==> config.mk <==
export PLATFORM = sky130hd
export DESIGN_NAME = sfio_port
export DESIGN_NICKNAME = d
export VERILOG_FILES = /design/src/rtl/sfio_pkg.sv /design/src/rtl/sfio_decode.sv /design/src/rtl/sfio_in_sync.sv /design/src/rtl/sfio_out_reg.sv /design/src/rtl/sfio_port.sv
export SDC_FILE = /design/constraint.sdc
export NUM_CORES = 1
export LEC_CHECK = 0
export ABC_AREA = 1
export BUFFER_PORTS_ARGS = -buffer_cell sky130_fd_sc_hd__clkbuf_2
export CORE_ASPECT_RATIO = 1.4
export CORE_UTILIZATION = 31
export DETAILED_ROUTE_END_ITERATION = 8
export PLACE_DENSITY = 0.79
export RECOVER_POWER = 25
export SLEW_MARGIN = 20
export SYNTH_ARGS = -nofsm -noshare
export SYNTH_HDL_FRONTEND = slang
export SYNTH_HIERARCHICAL = 1
export SYNTH_SLANG_ARGS = --single-unit
export TNS_END_PERCENT = 10
==> constraint.sdc <==
create_clock -name clk -period 1.9 [get_ports clk]
set_input_delay 0.38 -clock clk [delete_from_list [all_inputs] [get_ports clk]]
set_output_delay 0.38 -clock clk [all_outputs]
set_load 0.05 [all_outputs]
==> src/rtl/sfio_pkg.sv <==
package sfio_pkg;

  typedef enum logic [1:0] {
    ACC_IDLE   = 2'd0,
    ACC_MEM    = 2'd1,
    ACC_IN_RD  = 2'd2,
    ACC_OUT_WR = 2'd3
  } acc_e;

  // Classify one host access from the pin levels.
  function automatic acc_e classify(
    input logic has_in,
    input logic sf_en,
    input logic ce_n,
    input logic rw,
    input logic oe_n,
    input logic ub_n,
    input logic lb_n,
    input logic at0,
    input logic at1
  );
    if (ce_n)                                             return ACC_IDLE;
    else if (has_in && sf_en && rw && !oe_n && !lb_n && at0) return ACC_IN_RD;
    else if (sf_en && !rw && at1)                         return ACC_OUT_WR;
    else if (sf_en && !rw && at0)                         return ACC_IDLE;
    else if (ub_n && lb_n)                                return ACC_IDLE;
    else                                                  return ACC_MEM;
  endfunction

  // Place the synchronized inputs in the low bits of a data word.
  function automatic logic [63:0] pack_inputs(input logic [63:0] v, input int unsigned w);
    logic [63:0] r;
    r = '0;
    for (int i = 0; i < 64; i++) if (i < int'(w)) r[i] = v[i];
    return r;
  endfunction

endpackage

==> src/rtl/sfio_decode.sv <==
module sfio_decode
  import sfio_pkg::*;
#(
  parameter int ADDR_W = 6,
  parameter bit HAS_IN = 1'b1
) (
  input  logic              sf_en,
  input  logic              ce_n,
  input  logic              rw,
  input  logic              oe_n,
  input  logic              ub_n,
  input  logic              lb_n,
  input  logic [ADDR_W-1:0] addr,
  output acc_e              acc
);
  localparam logic [ADDR_W-1:0] IN_ADDR  = ADDR_W'(0);
  localparam logic [ADDR_W-1:0] OUT_ADDR = ADDR_W'(1);

  logic at0, at1;
  assign at0 = (addr == IN_ADDR);
  assign at1 = (addr == OUT_ADDR);

  always_comb acc = classify(HAS_IN, sf_en, ce_n, rw, oe_n, ub_n, lb_n, at0, at1);
endmodule

==> src/rtl/sfio_in_sync.sv <==
module sfio_in_sync #(
  parameter int IN_W = 2
) (
  input  logic            clk,
  input  logic            rst_n,
  input  logic [IN_W-1:0] async_in,
  output logic [IN_W-1:0] sync_q
);
  logic [IN_W-1:0] stage1;

  always_ff @(posedge clk or negedge rst_n) begin
    if (!rst_n) begin
      stage1 <= '0;
      sync_q <= '0;
    end else begin
      stage1 <= async_in;
      sync_q <= stage1;
    end
  end

  // Edges seen since reset, saturating at 2, for the checker below.
  logic [1:0] age;
  always_ff @(posedge clk or negedge rst_n) begin
    if (!rst_n)          age <= 2'd0;
    else if (age != 2'd2) age <= age + 2'd1;
  end

  a_r7_two_stage: assert property (@(posedge clk) disable iff (!rst_n)
    (age == 2'd2) |-> (sync_q == $past(async_in, 2)));
endmodule

==> src/rtl/sfio_out_reg.sv <==
module sfio_out_reg #(
  parameter int OUT_W = 5
) (
  input  logic             clk,
  input  logic             rst_n,
  input  logic             load,
  input  logic [OUT_W-1:0] din,
  output logic [OUT_W-1:0] q
);
  always_ff @(posedge clk or negedge rst_n) begin
    if (!rst_n)    q <= '0;
    else if (load) q <= din;
  end

  a_r4_load: assert property (@(posedge clk) disable iff (!rst_n)
    load |=> (q == $past(din)));
  a_r5_hold: assert property (@(posedge clk) disable iff (!rst_n)
    !load |=> $stable(q));
endmodule

==> src/rtl/sfio_port.sv <==
module sfio_port
  import sfio_pkg::*;
#(
  parameter int ADDR_W = 6,
  parameter int DATA_W = 16,
  parameter int IN_W   = 2,
  parameter int OUT_W  = 5,
  parameter bit HAS_IN = 1'b1
) (
  input  logic              clk,
  input  logic              rst_n,
  input  logic              sf_en,
  input  logic              ce_n,
  input  logic              rw,
  input  logic              oe_n,
  input  logic              ub_n,
  input  logic              lb_n,
  input  logic [ADDR_W-1:0] addr,
  input  logic [DATA_W-1:0] wdata,
  output logic [DATA_W-1:0] rdata,
  output logic              rdata_oe,
  output logic              mem_en,
  output logic              mem_we,
  output logic [1:0]        mem_be,
  output logic [ADDR_W-1:0] mem_addr,
  output logic [DATA_W-1:0] mem_wdata,
  input  logic [DATA_W-1:0] mem_rdata,
  input  logic [IN_W-1:0]   ext_in,
  output logic [OUT_W-1:0]  ext_out
);
  localparam int BYTES = DATA_W / 8;

  initial begin
    if (BYTES != 2)      $error("sfio_port: DATA_W must be 16");
    if (OUT_W > DATA_W)  $error("sfio_port: OUT_W wider than data");
    if (IN_W > DATA_W)   $error("sfio_port: IN_W wider than data");
  end

  acc_e             acc;
  logic [IN_W-1:0]  in_sync;
  logic             out_load;
  logic [DATA_W-1:0] in_word;

  sfio_decode #(.ADDR_W(ADDR_W), .HAS_IN(HAS_IN)) u_dec (
    .sf_en(sf_en), .ce_n(ce_n), .rw(rw), .oe_n(oe_n),
    .ub_n(ub_n), .lb_n(lb_n), .addr(addr), .acc(acc)
  );

  sfio_in_sync #(.IN_W(IN_W)) u_sync (
    .clk(clk), .rst_n(rst_n), .async_in(ext_in), .sync_q(in_sync)
  );

  assign out_load = (acc == ACC_OUT_WR);

  sfio_out_reg #(.OUT_W(OUT_W)) u_out (
    .clk(clk), .rst_n(rst_n), .load(out_load),
    .din(wdata[OUT_W-1:0]), .q(ext_out)
  );

  assign in_word   = DATA_W'(pack_inputs(64'(in_sync), IN_W));
  assign mem_en    = (acc == ACC_MEM);
  assign mem_we    = mem_en && !rw;
  assign mem_be    = {!ub_n, !lb_n};
  assign mem_addr  = addr;
  assign mem_wdata = wdata;
  assign rdata     = (acc == ACC_IN_RD) ? in_word : mem_rdata;
  assign rdata_oe  = !ce_n && rw && !oe_n;

  a_r1_passthru: assert property (@(posedge clk) disable iff (!rst_n)
    !sf_en |-> (mem_en == (!ce_n && !(ub_n && lb_n))));
  a_r2_no_mem_on_reg_read: assert property (@(posedge clk) disable iff (!rst_n)
    (HAS_IN && sf_en && !ce_n && rw && !oe_n && !lb_n && addr == '0) |-> !mem_en);
  a_r6_no_mem_write: assert property (@(posedge clk) disable iff (!rst_n)
    (sf_en && !ce_n && !rw && addr < ADDR_W'(2)) |-> !mem_we);
  a_r9_drive: assert property (@(posedge clk) disable iff (!rst_n)
    rdata_oe |-> (!ce_n && rw));
endmodule

==> PnR_summary.wiki <==
{| class="wikitable"
! Metric !! Value
|-
| Maximum fanout count along the critical path || 6
|-
| Largest buffer count on any clock path || 2
|-
| Width of the die || between 40 and 50 um
|-
| Setup slack of the critical path after layout || -0.08016 ns
|-
| Worst Path Required || 1.52 ns
|-
| Total power divided by cell area || 472.5 mW/mm2
|-
| Root buffer cell || clkbuf_4
|-
| Simple-gate share of the synthesized area || 31.81%
|-
| Final core occ || 67.44%
|-
| Number of port buffers || 73
|-
| Half-perimeter wire length of the detailed placement result || 1736 um
|-
| Post-synthesis instance area || 739.5 um2
|-
| Yosys warning count || 6
|-
| Number of violations reported at the end of detailed-routing iteration 0 || 12
|-
| Multiplexer fraction of the synthesized cell area || 0%
|-
| Final period util || 104.2%
|-
| Number of antenna violations at the first check in global routing || 0
|-
| Clock-pin slew on the worst setup and hold paths || 0.05 ns
|-
| Routed wirelength normalized by instance count || 12.83 um
|-
| Actual transition at the worst max-transition pin || roughly 0.48 ns
|-
| Count of TritonRoute iterations in the first routing pass || 3
|-
| Total CTS buffers || 3
|-
| Number of fill cells in the layout || 183
|-
| Dominant combinational cell family by area after synthesis || buffers and inverters
|-
| Run status || finished, violations left
|-
| Post-layout min period || a little under 2 ns
|-
| Total wire length || 2642 um
|-
| Fraction of final layout cells sized beyond drive strength 1 || between 60% and 70%
|-
| Peak Freq || 505.0 MHz
|-
| Area inside the core boundary || 0.002202 mm2
|-
| Number of flip-flops and latches in the synthesized netlist || 9
|-
| Global-route usage over all layers || 18.09%
|-
| Number of global-route vias before repair || ~870
|-
| Critical Path Source Type || primary input
|-
| Path type of the worst setup path || in -> out
|-
| Number of placed instances, taps included || just under 200
|-
| Count of placed standard cells in the final layout, fillers left out || 206
|-
| Antenna violation net count after detailed routing || 0
|-
| Number of nets in the layout || 233
|-
| Unrepaired setup endpoints after global routing || yes
|-
| Total nets after synthesis || 163
|-
| Number of hold-slack violations in the final timing report || 0
|-
| Worst hold slack across all endpoints || 0.2326 ns
|-
| Worst Path Arrival || between 1.5 and 2 ns
|-
| Endpoint class of the critical path || primary output
|-
| Diode insertion count for antenna repair || 0
|-
| Clock Sink Count || 9
|-
| Vias/cell || 4.563
|-
| Slowest CP cell || a21oi_2
|-
| Final weighted congestion of routability-driven global placement || 0.7048
|-
| Placed instance area || 0.001074 mm2
|-
| Initial cell density of the core || 33.58%
|-
| Layout Cell Area excl Fill || around 0.0015 mm2
|-
| Number of H-tree branching levels || 1
|-
| Final setup violating endpoints || 14
|-
| Compound-Gate Fraction of Synth Area || 1.692%
|-
| Area added between synthesis and finish || 100.8%
|-
| Number of slew-limit violations in the final report || 0
|-
| Number of violations of the max-capacitance limit || 0
|-
| Largest net degree at the start of global routing || 10
|-
| Setup clock skew after layout || 0.0002382 ns
|-
| DRC violations left || 0
|-
| Average cell area after synthesis || 6.430 um2
|-
| Synth Instances || 115
|-
| First-pass GRT wire length || 3519 um
|-
| Total number of placement rows || 20
|-
| Share of the yosys chip area belonging to registers || 30.46%
|-
| Via total after detailed routing || 940
|-
| Total Die Area || 0.002587 mm2
|-
| Relative slew slack || 68.14%
|-
| Path category of the worst min-delay check || in -> reg
|-
| Vertical die dimension || 59.79 um
|-
| Clock tree from TritonCTS || done
|-
| Count of cell types in the netlist || 15
|-
| Static leakage || about 0.86 nW
|-
| Longest individual stage delay on the worst path || 0.17 ns
|-
| Failing checks || negative setup slack
|-
| XOR/XNOR Fraction of Synth Area || 0%
|-
| Aggregate global routing overflow || 0
|-
| Count of boundary I/O pins || 96
|-
| Adder-cell share of the synthesized area || 0%
|-
| Worst skew pair latency || 0.25 ns
|-
| Cell Chain, Critical Path || clkbuf_2 > nor2_2 > nand3_1 > a21oi_2 > inv_1 > nand2_2 > inv_4 > buf_12 > nor2_4 > buf_8
|-
| Peak supply drop || 341.9 uV
|}
==> power breakdown <==
part / leakage (nW) / total [mW] / internal [mW] / switching (mW)
clock: 0.0150 / 0.138 / 0.0803 / 0.0577
combinational: 0.730 / 0.362 / 0.138 / 0.223
sequential: 0.116 / 0.202 / 0.199 / 0.00299
==> cell usage after synthesis <==
master,n,area (um2)
inv_2,2,7.510
dfrtp_1,9,225.2
buf_6,1,11.26
nor2_2,2,12.51
nand2_1,24,90.09
nor3_1,1,5.000
nor3b_1,1,7.510
a21oi_1,1,5.000
inv_1,22,82.58
buf_4,22,165.2
o21bai_1,1,7.510
nand2_2,1,6.260
nand4_1,1,6.260
nand3_1,5,25.02
nor2_1,22,82.58
==> final cells by class <==
type,count,area [um2],area share (%)
Timing Repair Buffer,88,716.9,48.27
Multi-Input combinational cell,59,391.6,26.37
Clock buffer,4,26.28,1.769
Sequential cell,9,225.2,15.16
Inverter,24,97.59,6.571
Tap cell,22,27.53,1.853
==> sequential cells by signal, indices dropped and copies added (netlist names) <==
register and flops:
u_out/q 5, u_sync/stage1 2, u_sync/sync_q 2
==> placed cells by master, fill, tap and decap left out <==
cell and count:
nand3_1 4, buf_16 1, o21bai_1 1, buf_4 11, inv_1 20, dfrtp_1 9
nor2_4 15, nand4_1 1, nor2_2 4, buf_12 2, nor2_1 5, inv_2 2
buf_8 18, clkbuf_4 3, inv_4 1, nand2_2 6, nand2_1 19, a21oi_2 1
clkinv_4 1, clkbuf_1 2, buf_6 2, nor3b_1 1, dlygate4sd3_1 1, nor3_2 1
nand3_2 1, clkbuf_2 52
==> timing repair <==
| action | in CTS | in global routing |
|---|---|---|
| endpoints found under the hold margin | 9 | 0 |
| resized for setup | 54 | 37 |
| cloned | 1 | 0 |
| hold buffers | 1 | 0 |
| buffers inserted | 5 | 2 |
| setup endpoints to repair | 18 | 18 |
| pin swaps | 8 | 5 |
==> metrics by stage <==
stage               total power [mW]  TNS (ns)  setup WS (ns)
global placement              0.4789    -1.951        -0.1580
floorplan                     0.4622    -1.560        -0.1723
global route                  0.7416    -2.561        -0.1779
finish                        0.7017   -0.7911       -0.08016
CTS                           0.6744   -0.8566       -0.06501
detailed placement            0.4806    -2.561        -0.1922
==> final timing paths <==
path	from	endpoint	slack [ns]	cells after the start
min in group asynchronous	rst_n	u_out/q[4]$_DFFE_PN0P_	0.59	2
min	ext_in[1]	u_sync/stage1[1]$_DFF_PN0_	0.23	1
max	addr[5]	rdata[12]	-0.08	10
min reg2reg	u_sync/stage1[1]$_DFF_PN0_	u_sync/sync_q[1]$_DFF_PN0_	0.35	0
max reg2reg	u_out/q[1]$_DFFE_PN0P_	u_out/q[1]$_DFFE_PN0P_	1.31	2
max in group asynchronous	rst_n	u_out/q[0]$_DFFE_PN0P_	0.98	2
==> cells by family after synthesis <==
group	count (synthesis)
and+or+nand+nor	57
buffers and inverters	47
DFF	9
AOI/OAI and AO/OA	2
==> metal layers <==
| layer | GRT usage (%) | wire length, um | vias up |
|---|---|---|---|
| met5 | 0 | 0 | - |
| met4 | 5.195 | 0 | 0 |
| met3 | 6.949 | 270 | 0 |
| met2 | 39.23 | 1637 | 65 |
| met1 | 13.51 | 734 | 423 |
| li1 | - | - | 452 |
==> critical path, delay by kind of cell <==
family / cells / cell delay (ns)
buf+inv: 5 / 0.53
compound gates: 1 / 0.17
simple gates: 4 / 0.51
No activity file was read; power rests on OpenSTA's default activity.
